==> config.mk <==
export PLATFORM = sky130hd
export DESIGN_NAME = ddr3_cmd_tracker
export DESIGN_NICKNAME = d
export VERILOG_FILES = /design/src/rtl/ddr3_trk_pkg.sv /design/src/rtl/ddr3_cmd_decode.sv /design/src/rtl/ddr3_access_timer.sv /design/src/rtl/ddr3_bank_slot.sv /design/src/rtl/ddr3_cmd_tracker.sv
export SDC_FILE = /design/constraint.sdc
export NUM_CORES = 1
export LEC_CHECK = 0
export BUFFER_PORTS_ARGS = -buffer_cell sky130_fd_sc_hd__buf_2
export CAP_MARGIN = 0
export CORE_ASPECT_RATIO = 1.5
export CORE_MARGIN = 4
export CORE_UTILIZATION = 40
export CTS_CLUSTER_SIZE = 24
export DETAILED_ROUTE_END_ITERATION = 10
export SYNTH_ARGS = -nofsm -noshare
export SYNTH_HDL_FRONTEND = slang
export SYNTH_SLANG_ARGS = --single-unit
==> constraint.sdc <==
create_clock -name clk -period 3.77 [get_ports clk]
set_clock_uncertainty 0.05 [all_clocks]
set_input_delay 0.5655 -clock clk [delete_from_list [all_inputs] [get_ports clk]]
set_output_delay 0.5655 -clock clk [all_outputs]
set_load 0.005 [all_outputs]
==> src/rtl/ddr3_trk_pkg.sv <==
package ddr3_trk_pkg;

   typedef enum logic [2:0] {
      CMD_DESEL = 3'd0,
      CMD_NOP   = 3'd1,
      CMD_ACT   = 3'd2,
      CMD_RD    = 3'd3,
      CMD_WR    = 3'd4,
      CMD_PRE   = 3'd5,
      CMD_MRS   = 3'd6,
      CMD_REF   = 3'd7
   } cmd_e;

   typedef enum logic [1:0] {
      PWR_ON     = 2'd0,
      PWR_PRE_PD = 2'd1,
      PWR_ACT_PD = 2'd2
   } pwr_e;

   // strobe patterns {ras_n, cas_n, we_n} with chip select asserted
   localparam logic [2:0] PAT_ACT = 3'b011;
   localparam logic [2:0] PAT_RD  = 3'b101;
   localparam logic [2:0] PAT_WR  = 3'b100;
   localparam logic [2:0] PAT_PRE = 3'b010;
   localparam logic [2:0] PAT_MRS = 3'b000;
   localparam logic [2:0] PAT_REF = 3'b001;

endpackage

==> src/rtl/ddr3_cmd_decode.sv <==
module ddr3_cmd_decode
   import ddr3_trk_pkg::*;
(
   input  logic cs_n,
   input  logic ras_n,
   input  logic cas_n,
   input  logic we_n,
   input  logic cke,
   output cmd_e cmd
);

   always_comb begin
      if (cs_n) begin
         cmd = CMD_DESEL;
      end else if (!cke) begin
         cmd = CMD_NOP;
      end else begin
         case ({ras_n, cas_n, we_n})
            PAT_ACT: cmd = CMD_ACT;
            PAT_RD:  cmd = CMD_RD;
            PAT_WR:  cmd = CMD_WR;
            PAT_PRE: cmd = CMD_PRE;
            PAT_MRS: cmd = CMD_MRS;
            PAT_REF: cmd = CMD_REF;
            default: cmd = CMD_NOP;
         endcase
      end
   end

endmodule

==> src/rtl/ddr3_access_timer.sv <==
module ddr3_access_timer #(
   parameter int ACC_CYC = 4
) (
   input  logic clk,
   input  logic rst_n,
   input  logic load,
   output logic busy,
   output logic expire
);

   localparam int CW = $clog2(ACC_CYC + 1);

   logic [CW-1:0] cnt;

   assign busy   = (cnt != '0);
   assign expire = (cnt == CW'(1)) && !load;

   always_ff @(posedge clk) begin
      if (!rst_n) begin
         cnt <= '0;
      end else if (load) begin
         cnt <= CW'(ACC_CYC);
      end else if (busy) begin
         cnt <= cnt - CW'(1);
      end
   end

endmodule

==> src/rtl/ddr3_bank_slot.sv <==
module ddr3_bank_slot #(
   parameter int ROW_W     = 16,
   parameter bit TRACK_ROW = 1'b1
) (
   input  logic             clk,
   input  logic             rst_n,
   input  logic             act,
   input  logic             close,
   input  logic             set_ap,
   input  logic             ap_fire,
   input  logic [ROW_W-1:0] row_in,
   output logic             is_open,
   output logic [ROW_W-1:0] row_q
);

   logic ap_pend;

   always_ff @(posedge clk) begin
      if (!rst_n) begin
         is_open <= 1'b0;
         ap_pend <= 1'b0;
      end else if (act) begin
         is_open <= 1'b1;
         ap_pend <= 1'b0;
      end else if (close || (ap_fire && ap_pend)) begin
         is_open <= 1'b0;
         ap_pend <= 1'b0;
      end else if (set_ap) begin
         ap_pend <= 1'b1;
      end
   end

   generate
      if (TRACK_ROW) begin : g_row
         always_ff @(posedge clk) begin
            if (!rst_n) begin
               row_q <= '0;
            end else if (act) begin
               row_q <= row_in;
            end
         end
      end else begin : g_norow
         assign row_q = '0;
      end
   endgenerate

endmodule

==> src/rtl/ddr3_cmd_tracker.sv <==
module ddr3_cmd_tracker
   import ddr3_trk_pkg::*;
#(
   parameter int BANK_W    = 3,
   parameter int ADDR_W    = 16,
   parameter int ROW_W     = 16,
   parameter int AP_BIT    = 10,
   parameter int ACC_CYC   = 4,
   parameter bit TRACK_ROW = 1'b1
) (
   input  logic                              clk,
   input  logic                              rst_n,
   input  logic                              cke,
   input  logic                              cs_n,
   input  logic                              ras_n,
   input  logic                              cas_n,
   input  logic                              we_n,
   input  logic [BANK_W-1:0]                 ba,
   input  logic [ADDR_W-1:0]                 addr,
   output logic [2:0]                        cmd_code,
   output logic                              cmd_stb,
   output logic [(1<<BANK_W)-1:0]            bank_open,
   output logic [(1<<BANK_W)*ROW_W-1:0]      open_rows,
   output logic                              mrs_stb,
   output logic [1:0]                        mrs_idx,
   output logic [ADDR_W-1:0]                 mrs_op,
   output logic [1:0]                        pwr_state,
   output logic                              err_proto,
   output logic                              err_cke
);

   localparam int NB = 1 << BANK_W;

   // elaboration-time parameter checks
   generate
      if (BANK_W < 2 || BANK_W > 4) begin : g_bad_bank
         $error("BANK_W must be 2..4");
      end
      if (AP_BIT >= ADDR_W) begin : g_bad_ap
         $error("AP_BIT must index the address bus");
      end
      if (ROW_W > ADDR_W || ROW_W < 1) begin : g_bad_row
         $error("ROW_W must fit the address bus");
      end
      if (ACC_CYC < 1) begin : g_bad_acc
         $error("ACC_CYC must be at least 1");
      end
   endgenerate

   cmd_e          cmd;
   logic [NB-1:0] open_w;
   logic          any_open;
   logic          hit;
   logic          is_rw;
   logic          rw_ok;
   logic          act_ok;
   logic          proto_bad;
   logic          ap_flag;
   logic          acc_busy;
   logic          acc_expire;

   ddr3_cmd_decode i_decode (
      .cs_n  (cs_n),
      .ras_n (ras_n),
      .cas_n (cas_n),
      .we_n  (we_n),
      .cke   (cke),
      .cmd   (cmd)
   );

   assign any_open  = |open_w;
   assign hit       = open_w[ba];
   assign is_rw     = (cmd == CMD_RD) || (cmd == CMD_WR);
   assign rw_ok     = is_rw && hit;
   assign act_ok    = (cmd == CMD_ACT) && !hit;
   assign ap_flag   = addr[AP_BIT];
   assign proto_bad = ((cmd == CMD_ACT) && hit) ||
                      (is_rw && !hit) ||
                      ((cmd == CMD_REF) && any_open);

   ddr3_access_timer #(.ACC_CYC(ACC_CYC)) i_timer (
      .clk    (clk),
      .rst_n  (rst_n),
      .load   (rw_ok),
      .busy   (acc_busy),
      .expire (acc_expire)
   );

   generate
      for (genvar gi = 0; gi < NB; gi++) begin : g_bank
         logic sel;
         assign sel = (ba == BANK_W'(gi));

         ddr3_bank_slot #(
            .ROW_W     (ROW_W),
            .TRACK_ROW (TRACK_ROW)
         ) i_slot (
            .clk     (clk),
            .rst_n   (rst_n),
            .act     (act_ok && sel),
            .close   ((cmd == CMD_PRE) && (ap_flag || sel)),
            .set_ap  (rw_ok && sel && ap_flag),
            .ap_fire (acc_expire),
            .row_in  (addr[ROW_W-1:0]),
            .is_open (open_w[gi]),
            .row_q   (open_rows[gi*ROW_W +: ROW_W])
         );
      end
   endgenerate

   assign bank_open = open_w;

   always_ff @(posedge clk) begin
      if (!rst_n) begin
         cmd_code  <= CMD_DESEL;
         cmd_stb   <= 1'b0;
         mrs_stb   <= 1'b0;
         mrs_idx   <= '0;
         mrs_op    <= '0;
         pwr_state <= PWR_ON;
         err_proto <= 1'b0;
         err_cke   <= 1'b0;
      end else begin
         cmd_code  <= cmd;
         cmd_stb   <= (cmd != CMD_DESEL) && (cmd != CMD_NOP);
         mrs_stb   <= (cmd == CMD_MRS);
         if (cmd == CMD_MRS) begin
            mrs_idx <= ba[1:0];
            mrs_op  <= addr;
         end
         if (cke) begin
            pwr_state <= PWR_ON;
         end else if (any_open) begin
            pwr_state <= PWR_ACT_PD;
         end else begin
            pwr_state <= PWR_PRE_PD;
         end
         err_proto <= err_proto | proto_bad;
         err_cke   <= err_cke | (!cke && acc_busy);
      end
   end

endmodule

==> results.py, run 1 <==
metrics = {
    "logic_synthesis": {
        "synth_seq_cells": 174,
        "ys.flop_type": "dfxtp_1",
        "synth_top_area_share": 0.505,
        "syn_area_um2": 6900,
        "yosys.area.top_type": "dfxtp_1",
        "seq_area_frac_synth": 0.505,
        "synth_edf_count": 0,
        "async_flop_share": 0,
        "yosys_warnings": 0,
        "synth_area_leaders": "dfxtp_1, mux2i_1, nand2_1, nor2_1, a21oi_1",
        "syn_inst": 705,
        "yosysUniqueCellTypes": 52,
        "syn-num-nets": 734,
        "avgSynthCellArea_um2": 9.79,
    },
    "clocking": {
        "htreeDepth": 4,
        "cts_tree": "built",
        "clockRootBuffer": "clkbuf_16",
        "clock_path_buffers": 2,
        "numCtsBuffers": 17,
        "post_cts_buffers": 0,
        "clock_sinks": 174,
        "clk_latency_ns": 0.42,
        "cts-resized-gates": 0,
        "cts_hold_buf": 0,
        "clkSlewWorstSetupHoldPaths_ns": 0.07,
    },
    "timing": {
        "setup_viol": 0,
        "slew_viol_final": 0,
        "worstMarginPinSlew_ns": 1.14,
        "relSlewSlack": 0.241,
        "hold_viol": 0,
        "finalCriticalPeriod_ns": 2.42,
        "whs_ns": 0.301,
        "setup_tns_ns": 0,
        "rsz0062_at_grt": "no",
        "timing.fmax_mhz": 414,
        "period_share": 0.641,
    },
    "route": {
        "viasPerCell": 5.02,
        "drt_iter0_drc": 271,
        "ant_nets": 0,
        "wl_per_cell_um": 17.8,
        "drt_wl_total_mm": 19.4,
        "drc": 0,
        "vias": 5482,
        "drt_pass1_iterations": 4,
    },
    "finish": {
        "num-fill-cells": 1677,
        "fin_area_um2": 8400,
        "final_nets": 897,
        "multi_input_area_um2": 3060,
        "diodes": 0,
        "seq_area_um2": 3480,
        "utilization": 0.499,
        "layout-drive-gt1-share": 0.271,
        "syn_to_final_growth_pct": 21.8,
    },
    "global_routing": {
        "grt_pass1_vias": 5473,
        "antenna_found_initial": 0,
        "grt_start_max_net_pins": 56,
        "grt.total_usage": 0.203,
        "grt-ovfl-total": 0,
        "grt_pass1_wl_mm": 30.7,
    },
    "die": {
        "num_rows": 58,
        "core_um2": 16800,
        "die_h_um": 169,
        "initial_core_util": 0.410,
        "ios": 189,
        "die_area_um2": 19500,
        "die_width_um": 115,
    },
    "placed_design": {
        "gp_congestion": 0.919,
        "post_dp_cell_area_um2": 7850,
        "hpwlAfterDp_mm": 14.1,
        "io_buffers": 188,
    },
    "power_and_ir_drop": {
        "switching_share": 0.248,
        "p_seq_frac": 0.489,
        "net-switching-power_mw": 0.954,
        "p_comb_frac": 0.074,
        "powerDensity_nw_per_um2": 457,
        "p_int_mw": 2.89,
        "p_total_mw": 3.84,
        "pwr-share-clk": 0.437,
        "p_leak_nw": 4.28,
        "vdd_drop_max_mv": 0.247,
    },
    "critical_path": {
        "crit_type": "flip-flop to flip-flop",
        "r2r_slack_ns": 1.35,
        "crit_fanout": 16,
        "cp.arrival_ns": 2.67,
        "cp.required_ns": 4.03,
        "critPathLaunchType": "flip-flop",
        "worst_setup_path_end_kind": "flip-flop",
    },
    "min_path": {
        "hp-class": "input port to flip-flop",
    },
    "status": {
        "status": "finished clean",
    },
    "job": {
        "cap_violations": 0,
    },
}
## cell usage in the layout, fill, tap and decap left out, drive strengths merged, types with 2 or more instances in the layout
cell type and count:
a211oi 4, mux2i 132, a31oi 5, a311oi 6, clkbuf 20, nor4 5, o311ai 2, a21o 6
o32ai 2, nor2b 10, inv 14, and2 5, nand2 141, nand4 3, a21oi 25, clkinvlp 3
ha 3, buf 196, nor3b 4, a22oi 2, o21bai 2, nor4b 2, nor2 68, dfxtp 174
clkinv 5, nor3 4, and3 5, o21ai 9, nand3 8
## power by group through the flow
stage / clock (mW) / combinational (mW) / sequential [mW]
global route: 1.80 / 0.319 / 1.88
CTS: 1.72 / 0.287 / 1.88
global placement: 0 / 0.287 / 1.92
detailed placement: 0 / 0.286 / 1.92
floorplan: 0 / 0.184 / 1.92
finish: 1.68 / 0.285 / 1.88
## cell type report
class                   instances  share of cell area
flip-flops and latches        174               0.414
clock buffers                  20              0.0531
multi-input cells             468               0.364
well taps                     210              0.0313
inverters                      11             0.00491
repair buffers                196               0.119
clock inverters                12              0.0132
## cells by family after synthesis
kind of cell | after synthesis | synth area share
AO/OA/AOI/OAI | 70 | 0.0760
multiplexers | 133 | 0.194
flip-flops | 174 | 0.505
AND/OR/NAND/NOR | 261 | 0.166
buffers and inverters | 63 | 0.0522
adder cells (fa/ha/maj) | 3 | 0.00544
XOR/XNOR | 1 | 0.00127
## cell usage after synthesis, types with 6 or more instances
library cell  instances
dfxtp_1             174
nand2_1             141
mux2i_1             132
nor2_1               67
clkbuf_1             27
a21oi_1              25
inv_1                11
buf_4                10
nor2b_1              10
o21ai_0               9
buf_6                 7
a21o_1                6
a311oi_1              6
## routing by layer
| layer | wire length, um | vias up | track usage |
|---|---|---|---|
| met1 | 7350 | 2575 | 0.227 |
| met5 | 0 | - | 0 |
| met3 | 1200 | 30 | 0.0579 |
| met4 | 500 | 0 | 0.0735 |
| li1 | - | 2714 | - |
| met2 | 10300 | 163 | 0.363 |
## sequential cells by signal, indices dropped and copies added (netlist names)
register	cells
g_bank.i_slot.ap_pend	8
err_cke	1
mrs_idx	2
g_bank.i_slot.row_q	128
err_proto	1
mrs_op	16
mrs_stb	1
cmd_code	3
cmd_stb	1
g_bank.i_slot.is_open	8
i_timer.cnt	3
pwr_state	2
## critical path, cell delays in order, from the launching register on
cell      delay (ns)
dfxtp_1         0.44
mux2i_1         0.17
a21o_1          0.29
o311ai_4        1.00
mux2i_1         0.28
nor2_1          0.05
## final timing paths
path                                               start                        end  cells past startpoint
worst min register to register                mrs_op[10]                 mrs_op[10]                      2
worst max register to register  g_bank[2].i_slot.is_open  g_bank[1].i_slot.row_q[6]                      5
worst min-delay path                                cs_n                cmd_code[0]                      2
worst max-delay path            g_bank[2].i_slot.is_open  g_bank[1].i_slot.row_q[6]                      5
## stage by stage
stage | std cells | setup slack, ns
after floorplan | 705 | 1.47
final | 1091 | 1.35
after detailed placement | 1059 | 0.934
after global placement | 1059 | 0.965
after CTS | 1091 | 1.34
after global routing | 1091 | 1.15
(Power assumes the default switching activity.)
==> run 2, diff against run 1 <==
--- a/config.mk
+++ b/config.mk
@@ -5,6 +5,7 @@
 export SDC_FILE = /design/constraint.sdc
 export NUM_CORES = 1
 export LEC_CHECK = 0
+export ABC_AREA = 1
 export BUFFER_PORTS_ARGS = -buffer_cell sky130_fd_sc_hd__buf_2
 export CAP_MARGIN = 0
 export CORE_ASPECT_RATIO = 1.5
@@ -12,6 +13,7 @@
 export CORE_UTILIZATION = 40
 export CTS_CLUSTER_SIZE = 24
 export DETAILED_ROUTE_END_ITERATION = 10
+export PLACE_DENSITY = 0.66
 export SYNTH_ARGS = -nofsm -noshare
 export SYNTH_HDL_FRONTEND = slang
 export SYNTH_SLANG_ARGS = --single-unit
==> constraint.sdc (replaced) <==
create_clock -name clk -period 2 [get_ports clk]
set_clock_uncertainty 0.05 [all_clocks]
set_input_delay 0.3 -clock clk [delete_from_list [all_inputs] [get_ports clk]]
set_output_delay 0.3 -clock clk [all_outputs]
set_load 0.005 [all_outputs]
==> run 2 against run 1 <==
Net effect: non-clock buffer count is 18 higher; final cell count is 15% higher; wire length is 12% higher; critical path type unchanged.
==> results.py, run 2 <==
metrics = {
    "die": {
        "die_area_um2": 18900,
        "die_h_um": 166,
        "core_um2": 16300,
        "die_width_um": 113,
        "initial_core_util": 0.409,
        "ios": 189,
        "num_rows": 57,
    },
    "logic_synthesis": {
        "synth_fa_ha_area_frac": 0.00562,
        "ys.flop_type": "dfxtp_1",
        "synth_seq_cells": 174,
        "yosysUniqueCellTypes": 27,
        "syn-num-nets": 904,
        "synth_top_area_share": 0.522,
        "yosysMostFrequentCell": "nand2_1",
        "avgSynthCellArea_um2": 7.63,
        "seq_area_frac_synth": 0.522,
        "synth_area_leaders": "dfxtp_1, nand2_1, a21oi_1, nor2_1, nand4_1",
        "synth-xor-area-share": 0.00131,
        "synthMuxAreaShare": 0,
        "yosys_warnings": 0,
        "yosys.area.top_type": "dfxtp_1",
        "synth_edf_count": 0,
        "syn_inst": 875,
        "synth_top_family_by_area": "simple AND/OR/NAND/NOR gates",
        "synth-compound-area-share": 0.135,
        "yosys.area_share.simple": 0.266,
        "syn_area_um2": 6680,
        "async_flop_share": 0,
        "synth_common_cells": "nand2_1, dfxtp_1, a21oi_1, nor2_1, clkbuf_1",
    },
    "clocking": {
        "cts_hold_buf": 0,
        "cts_tree": "built",
        "clock_path_buffers": 2,
        "clkSlewWorstSetupHoldPaths_ns": 0.07,
        "cts-resized-gates": 0,
        "post_cts_buffers": 0,
        "clockRootBuffer": "clkbuf_16",
        "clock_sinks": 174,
        "numCtsBuffers": 17,
        "clk_latency_ns": 0.42,
        "htreeDepth": 4,
    },
    "timing": {
        "hold_viol": 0,
        "relSlewSlack": 0.590,
        "slew_viol_final": 0,
        "timing.fmax_mhz": 572,
        "setup_tns_ns": 0,
        "setup_slack_ns": 0.251,
        "finalCriticalPeriod_ns": 1.75,
        "period_share": 0.875,
        "rsz0062_at_grt": "no",
        "whs_ns": 0.110,
        "setup_viol": 0,
        "worstMarginPinSlew_ns": 0.612,
    },
    "power_and_ir_drop": {
        "pwr-share-clk": 0.460,
        "powerDensity_nw_per_um2": 889,
        "net-switching-power_mw": 1.72,
        "p_seq_frac": 0.475,
        "vdd_drop_max_mv": 0.544,
        "p_leak_nw": 3.69,
        "p_comb_frac": 0.064,
        "switching_share": 0.231,
        "p_int_mw": 5.71,
    },
    "route": {
        "drt_pass1_iterations": 5,
        "wl_per_cell_um": 17.3,
        "drt_iter0_drc": 359,
        "viasPerCell": 5.12,
        "drt_wl_total_mm": 21.8,
        "ant_nets": 0,
        "drc": 0,
        "vias": 6443,
    },
    "finish": {
        "final_common_cell": "nand2_1",
        "regMostFlops": "g_bank.i_slot.row_q",
        "final_cell_mix": "nand2_1, buf_2, dfxtp_1, a21oi_1, nor2_1",
        "reg_top3": "g_bank.i_slot.row_q: 128 flops, mrs_op: 16 flops",
        "largest_register_ffs": 128,
        "layout-drive-gt1-share": 0.256,
        "num-fill-cells": 1630,
        "final_nets": 1069,
        "diodes": 0,
        "syn_to_final_growth_pct": 25.1,
        "fin_area_um2": 8350,
    },
    "critical_path": {
        "cp.required_ns": 2.29,
        "crit_type": "flip-flop to flip-flop",
        "critPathLaunchType": "flip-flop",
        "worst_setup_path_end_kind": "flip-flop",
        "cp.arrival_ns": 2.04,
        "crit_fanout": 16,
    },
    "min_path": {
        "hp-class": "input port to flip-flop",
    },
    "global_routing": {
        "antenna_found_initial": 0,
        "grt-ovfl-total": 0,
        "grt_pass1_vias": 6239,
        "grt_start_max_net_pins": 70,
        "grt_pass1_wl_mm": 34.1,
        "grt.total_usage": 0.230,
    },
    "placed_design": {
        "io_buffers": 188,
        "dp_slack_ns": 0.0508,
        "hpwlAfterDp_mm": 15.2,
        "post_dp_cell_area_um2": 7750,
        "gp_congestion": 0.918,
    },
    "job": {
        "cap_violations": 0,
    },
    "status": {
        "status": "finished clean",
    },
}
## run 2: changes by cell type after synthesis, sizes merged, moves of 10 or more
cell    previous run  this run
mux2i            132         0
nor2b             10         0
nand4              3        28
o21ai              9        34
inv               11        30
nand2            141       282
a21oi             25       144
clkbuf            27        37
nand3              8        36
## run 2: metal layers
metal,wire length [um],vias to the layer above,GRT usage
met5,0,-,0
met4,770,0,0.109
met3,1330,48,0.0634
met2,11100,222,0.391
met1,8580,3009,0.264
li1,-,3164,-
## run 2: worst max-delay path: stages, from the launching register on
cell and delay [ns]:
dfxtp_1 0.36, nand2_1 0.08, nand2_1 0.04, nand2_1 0.05, nand3_1 0.12, nand2_2 0.28
nand3_2 0.15, inv_2 0.26, nand2_1 0.11, o21ai_0 0.16
## run 2: kinds of logic (layout without fill, tap and decap cells)
| group | after synthesis | after routing |
|---|---|---|
| xor gates and xnor gates | 1 | 1 |
| DFF | 174 | 174 |
| buffers and inverters | 100 | 277 |
| adders and majority gates | 3 | 3 |
| AOI/OAI and AO/OA | 179 | 179 |
| and+or+nand+nor | 418 | 418 |
## run 2: layout make-up
cell class                 instances  area (um^2)  area share
timing repair buffer             214         1160       0.139
multi-input combinational        601         2720       0.326
sequential                       174         3480       0.417
tap                              206          258      0.0309
inverter                          32          124      0.0148
clock buffer                      22          474      0.0568
clock inverter                     9          133      0.0159
## run 2: through the flow
step / utilization / total power [mW] / instances
2_1_floorplan: - / 3.90 / 875
3_3_place_gp: 0.474 / 4.08 / 1227
3_5_place_dp: 0.474 / 4.09 / 1227
4_1_cts: 0.511 / 7.48 / 1258
5_1_grt: 0.511 / 7.68 / 1258
6_report: 0.511 / 7.43 / 1258
## run 2: worst paths after layout
path                                 start                    endpoint  slack [ns]  cells past startpoint
hold / removal                    addr[10]  g_bank[4].i_slot.row_q[10]        0.11                      3
setup / recovery  g_bank[0].i_slot.is_open  g_bank[1].i_slot.row_q[10]        0.25                      9
setup reg to reg  g_bank[0].i_slot.is_open  g_bank[1].i_slot.row_q[10]        0.25                      9
hold reg to reg                    err_cke                     err_cke        0.40                      2
## run 2: power by group through the flow
stage	clock, mW	sequential [mW]	combinational, mW
after floorplan	0	3.61	0.296
after global placement	0	3.61	0.472
after detailed placement	0	3.61	0.477
after CTS	3.47	3.53	0.478
after global routing	3.61	3.53	0.537
final	3.42	3.53	0.478
